### src/rtl/tx_desc_ring_pkg.sv
package tx_desc_ring_pkg;
  localparam int READY_BIT = 15;
  localparam int WRAP_BIT  = 13;
  localparam int LAST_BIT  = 11;
  localparam int CRC_BIT   = 10;
  localparam int START_BIT = 24;

  typedef enum logic [1:0] {
    ST_IDLE,
    ST_FETCH,
    ST_SEND,
    ST_WAIT
  } ringState_t;

  typedef struct packed {
    logic latchDesc;
    logic writeBack;
    logic advance;
    logic clrActive;
  } ringCtl_t;
endpackage

### src/rtl/tx_desc_ring_ctrl.sv
module tx_desc_ring_ctrl
  import tx_desc_ring_pkg::*;
(
  input  logic     clk,
  input  logic     rstN,
  input  logic     pollActive,
  input  logic     descReady,
  input  logic     frmReady,
  input  logic     frmDone,
  output logic     frmValid,
  output ringCtl_t ctl
);
  ringState_t state, nextState;

  always_comb begin
    nextState = state;
    ctl       = '0;
    unique case (state)
      ST_IDLE:  if (pollActive) nextState = ST_FETCH;
      ST_FETCH: begin
        if (descReady) begin
          ctl.latchDesc = 1'b1;
          nextState     = ST_SEND;
        end else begin
          ctl.clrActive = 1'b1;
          nextState     = ST_IDLE;
        end
      end
      ST_SEND:  if (frmReady) nextState = ST_WAIT;
      ST_WAIT: begin
        if (frmDone) begin
          ctl.writeBack = 1'b1;
          ctl.advance   = 1'b1;
          nextState     = ST_FETCH;
        end
      end
      default:  nextState = ST_IDLE;
    endcase
  end

  always_ff @(posedge clk or negedge rstN) begin
    if (!rstN) state <= ST_IDLE;
    else       state <= nextState;
  end

  assign frmValid = (state == ST_SEND);
endmodule

### src/rtl/tx_desc_ring_dp.sv
module tx_desc_ring_dp
  import tx_desc_ring_pkg::*;
#(
  parameter int DEPTH = 8,
  parameter int IDXW  = 3
) (
  input  logic            clk,
  input  logic            rstN,
  input  ringCtl_t        ctl,
  input  logic            regWe,
  input  logic            regSel,
  input  logic [31:0]     regWdata,
  input  logic            descWe,
  input  logic [IDXW-1:0] descIdx,
  input  logic            descWord,
  input  logic [31:0]     descWdata,
  input  logic [IDXW-1:0] rdIdx,
  input  logic            rdWord,
  output logic [31:0]     rdData,
  input  logic [3:0]      frmRetry,
  input  logic [1:0]      frmErr,
  output logic            pollActive,
  output logic [IDXW-1:0] curIdx,
  output logic            descReady,
  output logic [31:0]     frmAddr,
  output logic [15:0]     frmLen,
  output logic            frmLast,
  output logic            frmCrc
);
  localparam logic [IDXW-1:0] LAST_IDX = IDXW'(DEPTH - 1);

  logic [15:0] statMem [DEPTH];
  logic [15:0] lenMem  [DEPTH];
  logic [31:0] addrMem [DEPTH];
  logic [IDXW-1:0] ringBase;
  logic [15:0] curStat, wbStat;
  logic startWrite, baseWrite;
  logic [IDXW-1:0] seqIdx;

  assign curStat    = statMem[curIdx];
  assign descReady  = curStat[READY_BIT];
  assign wbStat     = {1'b0, curStat[14:6], frmRetry, frmErr};
  assign startWrite = regWe && regSel && regWdata[START_BIT];
  assign baseWrite  = regWe && !regSel;
  assign seqIdx     = (curIdx == LAST_IDX) ? '0 : curIdx + IDXW'(1);
  assign rdData     = rdWord ? addrMem[rdIdx] : {statMem[rdIdx], lenMem[rdIdx]};

  always_ff @(posedge clk or negedge rstN) begin
    if (!rstN) begin
      for (int i = 0; i < DEPTH; i++) begin
        statMem[i] <= '0;
        lenMem[i]  <= '0;
        addrMem[i] <= '0;
      end
    end else begin
      if (descWe) begin
        if (descWord) addrMem[descIdx] <= descWdata;
        else begin
          statMem[descIdx] <= descWdata[31:16];
          lenMem[descIdx]  <= descWdata[15:0];
        end
      end
      if (ctl.writeBack) statMem[curIdx] <= wbStat;
    end
  end

  always_ff @(posedge clk or negedge rstN) begin
    if (!rstN) begin
      pollActive <= 1'b0;
      ringBase   <= '0;
      curIdx     <= '0;
    end else begin
      if (startWrite)         pollActive <= 1'b1;
      else if (ctl.clrActive) pollActive <= 1'b0;
      if (baseWrite) ringBase <= regWdata[IDXW-1:0];
      if (ctl.advance)
        curIdx <= curStat[WRAP_BIT] ? ringBase : seqIdx;
      else if (baseWrite && !pollActive)
        curIdx <= regWdata[IDXW-1:0];
    end
  end

  always_ff @(posedge clk or negedge rstN) begin
    if (!rstN) begin
      frmAddr <= '0;
      frmLen  <= '0;
      frmLast <= 1'b0;
      frmCrc  <= 1'b0;
    end else if (ctl.latchDesc) begin
      frmAddr <= addrMem[curIdx];
      frmLen  <= lenMem[curIdx];
      frmLast <= curStat[LAST_BIT];
      frmCrc  <= curStat[CRC_BIT];
    end
  end
endmodule

### src/rtl/tx_desc_ring.sv
module tx_desc_ring
  import tx_desc_ring_pkg::*;
#(
  parameter  int DEPTH = 8,
  localparam int IDXW  = (DEPTH > 1) ? $clog2(DEPTH) : 1
) (
  input  logic            clk,
  input  logic            rstN,
  input  logic            regWe,
  input  logic            regSel,
  input  logic [31:0]     regWdata,
  input  logic            descWe,
  input  logic [IDXW-1:0] descIdx,
  input  logic            descWord,
  input  logic [31:0]     descWdata,
  input  logic [IDXW-1:0] rdIdx,
  input  logic            rdWord,
  output logic [31:0]     rdData,
  output logic            pollActive,
  output logic [IDXW-1:0] curIdx,
  output logic            frmValid,
  input  logic            frmReady,
  output logic [31:0]     frmAddr,
  output logic [15:0]     frmLen,
  output logic            frmLast,
  output logic            frmCrc,
  input  logic            frmDone,
  input  logic [3:0]      frmRetry,
  input  logic [1:0]      frmErr
);
  ringCtl_t ctl;
  logic descReady;

  tx_desc_ring_ctrl ctrlI (
    .clk(clk), .rstN(rstN), .pollActive(pollActive), .descReady(descReady),
    .frmReady(frmReady), .frmDone(frmDone), .frmValid(frmValid), .ctl(ctl)
  );

  tx_desc_ring_dp #(.DEPTH(DEPTH), .IDXW(IDXW)) dpI (
    .clk(clk), .rstN(rstN), .ctl(ctl),
    .regWe(regWe), .regSel(regSel), .regWdata(regWdata),
    .descWe(descWe), .descIdx(descIdx), .descWord(descWord), .descWdata(descWdata),
    .rdIdx(rdIdx), .rdWord(rdWord), .rdData(rdData),
    .frmRetry(frmRetry), .frmErr(frmErr),
    .pollActive(pollActive), .curIdx(curIdx), .descReady(descReady),
    .frmAddr(frmAddr), .frmLen(frmLen), .frmLast(frmLast), .frmCrc(frmCrc)
  );
endmodule

### config.mk
export PLATFORM = sky130hd
export DESIGN_NAME = tx_desc_ring
export DESIGN_NICKNAME = d
export VERILOG_FILES = /design/src/rtl/tx_desc_ring_pkg.sv /design/src/rtl/tx_desc_ring_ctrl.sv /design/src/rtl/tx_desc_ring_dp.sv /design/src/rtl/tx_desc_ring.sv
export SDC_FILE = /design/constraint.sdc
export NUM_CORES = 1
export LEC_CHECK = 0
export BUFFER_PORTS_ARGS = -buffer_cell sky130_fd_sc_hd__buf_4
export CAP_MARGIN = 20
export CORE_MARGIN = 2
export CORE_UTILIZATION = 35
export DETAILED_ROUTE_END_ITERATION = 12
export PLACE_DENSITY_LB_ADDON = 0.2
export SLEW_MARGIN = 25
export SYNTH_ARGS = -nofsm -noshare
export SYNTH_HDL_FRONTEND = slang
export SYNTH_SLANG_ARGS = --single-unit
### constraint.sdc
create_clock -name clk -period 2.4 [get_ports clk]
set_clock_uncertainty 0.05 [all_clocks]
set_input_delay 0.12 -clock clk [delete_from_list [all_inputs] [get_ports clk]]
set_output_delay 0.12 -clock clk [all_outputs]
set_load 0.01 [all_outputs]
==> reports/results.tsv <==
metric	value	unit
Multi-input gate area	0.0142	mm²
ys async rst share	100	%
PD cells	1120	mW/mm²
syn_area_per_cell	13.5	µm²
DRC	0	
failing checks	negative setup slack	
first-pass GRT wire length	149000	µm
Register Area	0.0143	mm²
Worst EP arrival	2.23	ns
vias in the first global route	21900	
RSZ-0062 raised after global routing	true	
WS Path Type	reg2out	
via/cell ratio	5.89	
Max Cap Viol	0	
root buffer cell	clkbuf_16	
fin crit period	2.40	ns
fin crit share	100	%
H-tree depth	3	
Min-Delay Path Class	in2async	
gr ovfl total	0	
Setup-failing EPs final	1	
count leader, synth	dfrtp_1	
status	complete, but fails checks	
Cell Area, Placed	0.0328	mm²
Initial Util	35.3	%
predominant post-synthesis flop cell	dfrtp_1	
DR iter-0 viols	1856	
sequential area share after synthesis	48.5	%
GRT Total Usage	23.1	%
Max Clk Rate	416	MHz
worst skew pair latency	0.62	ns
WL/cell	28.1	µm
port bufs	143	
Die Span X	294	µm
Yosys reg bits	571	
row count	106	
die height	294	µm
post-route design area	0.0358	mm²
crit path launch type	flip-flop	
placed cell count	3333	
Final nets	2508	
largest net degree at the start of global routing	115	
worst-path fanout max	3	
Post-Synthesis Cells	2185	
drt pass-1 iters	7	
CP endpoint kind	output pin	
Yosys cell types	60	
worst slew pin tran	0.844	ns
clock buffer depth	3	
ANT cells	0	
HPWL after DPL	60500	µm
Hold Vio Cnt, Final	0	
Mapped Nets	2277	
worst vdd ir	0.568	mV
Leak	15.2	nW
Clock Sinks	571	
initial antenna violation count	3	
post-synth top area cell	dfrtp_1	
Pwr Total	40.0	mW
layout cell share with drive strength beyond 1	43.0	%
Final Max Slew Viols	0	
area delta synth->final	21.5	%
Core Box Area	0.0834	mm²
synth warn	0	
top-area cell type share of the netlist area	48.5	%
CP required	2.23	ns
main area contributors after synthesis	dfrtp_1 (49%), mux2_2 (16%), mux4_2 (13%), mux2i_1 (4.0%), a22oi_1 (2.0%)	
Post-Syn Area	0.0295	mm²
final non-filler cell total	3543	
clock-pin slew of the registers on the worst-case setup and hold paths	0.06	ns
RD Place Congestion	0.817	
Final WS setup	-0.00327	ns
Routed WL	99400	µm
CTS Buf Count	67	
DIE AREA	0.0865	mm²
Slew HR	43.7	%
number of fillers in the final layout	7544	
commonest cells in the netlist	dfrtp_1 (571), mux2_2 (424), mux4_2 (166)	
Post-DRT Antenna Nets	0	
CTS tree	built	
vias	20900	
number of synthesized flops with an enable pin	0	
# IOs	172	
[state kept, by name, indices dropped and copies added (netlist names)]
register	cells
dpI.frmAddr	32
dpI.addrMem	256
dpI.ringBase	3
dpI.frmLen	16
dpI.pollActive	1
dpI.statMem	128
ctrlI.state	2
dpI.lenMem	128
dpI.frmCrc	1
dpI.curIdx	3
dpI.frmLast	1
[report_power, final]
part	internal [mW]	switching (mW)
clock network	5.77	4.20
logic	7.73	7.44
registers	12.6	2.25
[final timing paths]
path                                      start          endpoint  cells after the start  slack (ns)
worst min-delay path                       rstN  dpI.addrMem[127]                      3        0.15
max in group asynchronous                  rstN   dpI.statMem[34]                      3        1.55
worst max-delay path            dpI.addrMem[15]        rdData[15]                      3      -0.003
worst max register to register    dpI.curIdx[2]   dpI.statMem[39]                      6        0.13
min in group clk                     descIdx[1]    dpI.lenMem[81]                      4        0.25
worst min register to register    dpI.frmLen[9]     dpI.frmLen[9]                      1        0.43
[kinds of logic after synthesis]
kind of cell,Yosys count,synth area share (%)
compound gates,428,10.1
fa+ha+maj,7,0.297
buf+inv,225,3.67
flops,571,48.5
mux,725,33.7
simple gates,229,3.67
[cell type report]
cell class	instances	share of cell area, %
inverters	8	0.0839
clock buffers	101	5.49
well taps	1080	3.78
flip-flops and latches	571	39.9
repair buffers	379	10.6
multi-input cells	1389	39.7
clock inverters	15	0.364
[per-stage QoR]
| stage | worst slack [ns] | util, % | hold WS, ns | setup TNS, ns |
|---|---|---|---|---|
| 2_1_floorplan | 0.374 | - | -0.226 | 0 |
| 3_3_place_gp | 0.186 | 39.3 | -0.0347 | 0 |
| 3_5_place_dp | 0.183 | 39.3 | -0.0320 | 0 |
| 4_1_cts | -0.0257 | 42.7 | 0.146 | -0.0590 |
| 5_1_grt | -0.0397 | 42.9 | 0.192 | -0.118 |
| 6_report | -0.00327 | 42.9 | 0.149 | -0.00327 |
[cells in the final DEF (no fill, tap or decap), types with 10 or more instances in the layout]
| cell | n |
|---|---|
| a211oi_1 | 17 |
| a21o_1 | 38 |
| a21oi_1 | 48 |
| a221oi_1 | 50 |
| a222oi_1 | 10 |
| a22o_1 | 29 |
| a22oi_1 | 79 |
| a31oi_1 | 39 |
| buf_12 | 62 |
| buf_4 | 250 |
| buf_6 | 14 |
| clkbuf_1 | 19 |
| clkbuf_16 | 68 |
| clkbuf_8 | 15 |
| dfrtp_1 | 568 |
| dlygate4sd3_1 | 50 |
| mux2_1 | 12 |
| mux2_2 | 424 |
| mux2i_1 | 117 |
| mux4_2 | 166 |
| nand2_1 | 109 |
| nor2_1 | 49 |
| nor2_4 | 10 |
| nor2b_1 | 23 |
| o21ai_0 | 97 |
[what timing repair did]
| item | in CTS | in global routing |
|---|---|---|
| gates resized for setup | 10 | 3 |
| hold buffers | 51 | 0 |
| buffers inserted | 27 | 16 |
| endpoints found under the hold margin | 1011 | 0 |
| endpoints found under the setup margin | 12 | 10 |
[metal layers]
layer / vias to the layer above / part of all wire (%) / track usage, %
met1: 11000 / 43 / 31.4
met5: - / 0.023 / 0
met3: 210 / 5.8 / 3.72
li1: 8800 / - / -
met4: 4 / 3.1 / 8.18
met2: 796 / 48 / 37.6
[worst max-delay path, cell delays in order, from the launching register on]
cell     delay [ns]
dfrtp_1        0.39
mux4_2         0.47
mux4_2         0.58
buf_6          0.17
(Power assumes the default switching activity.)
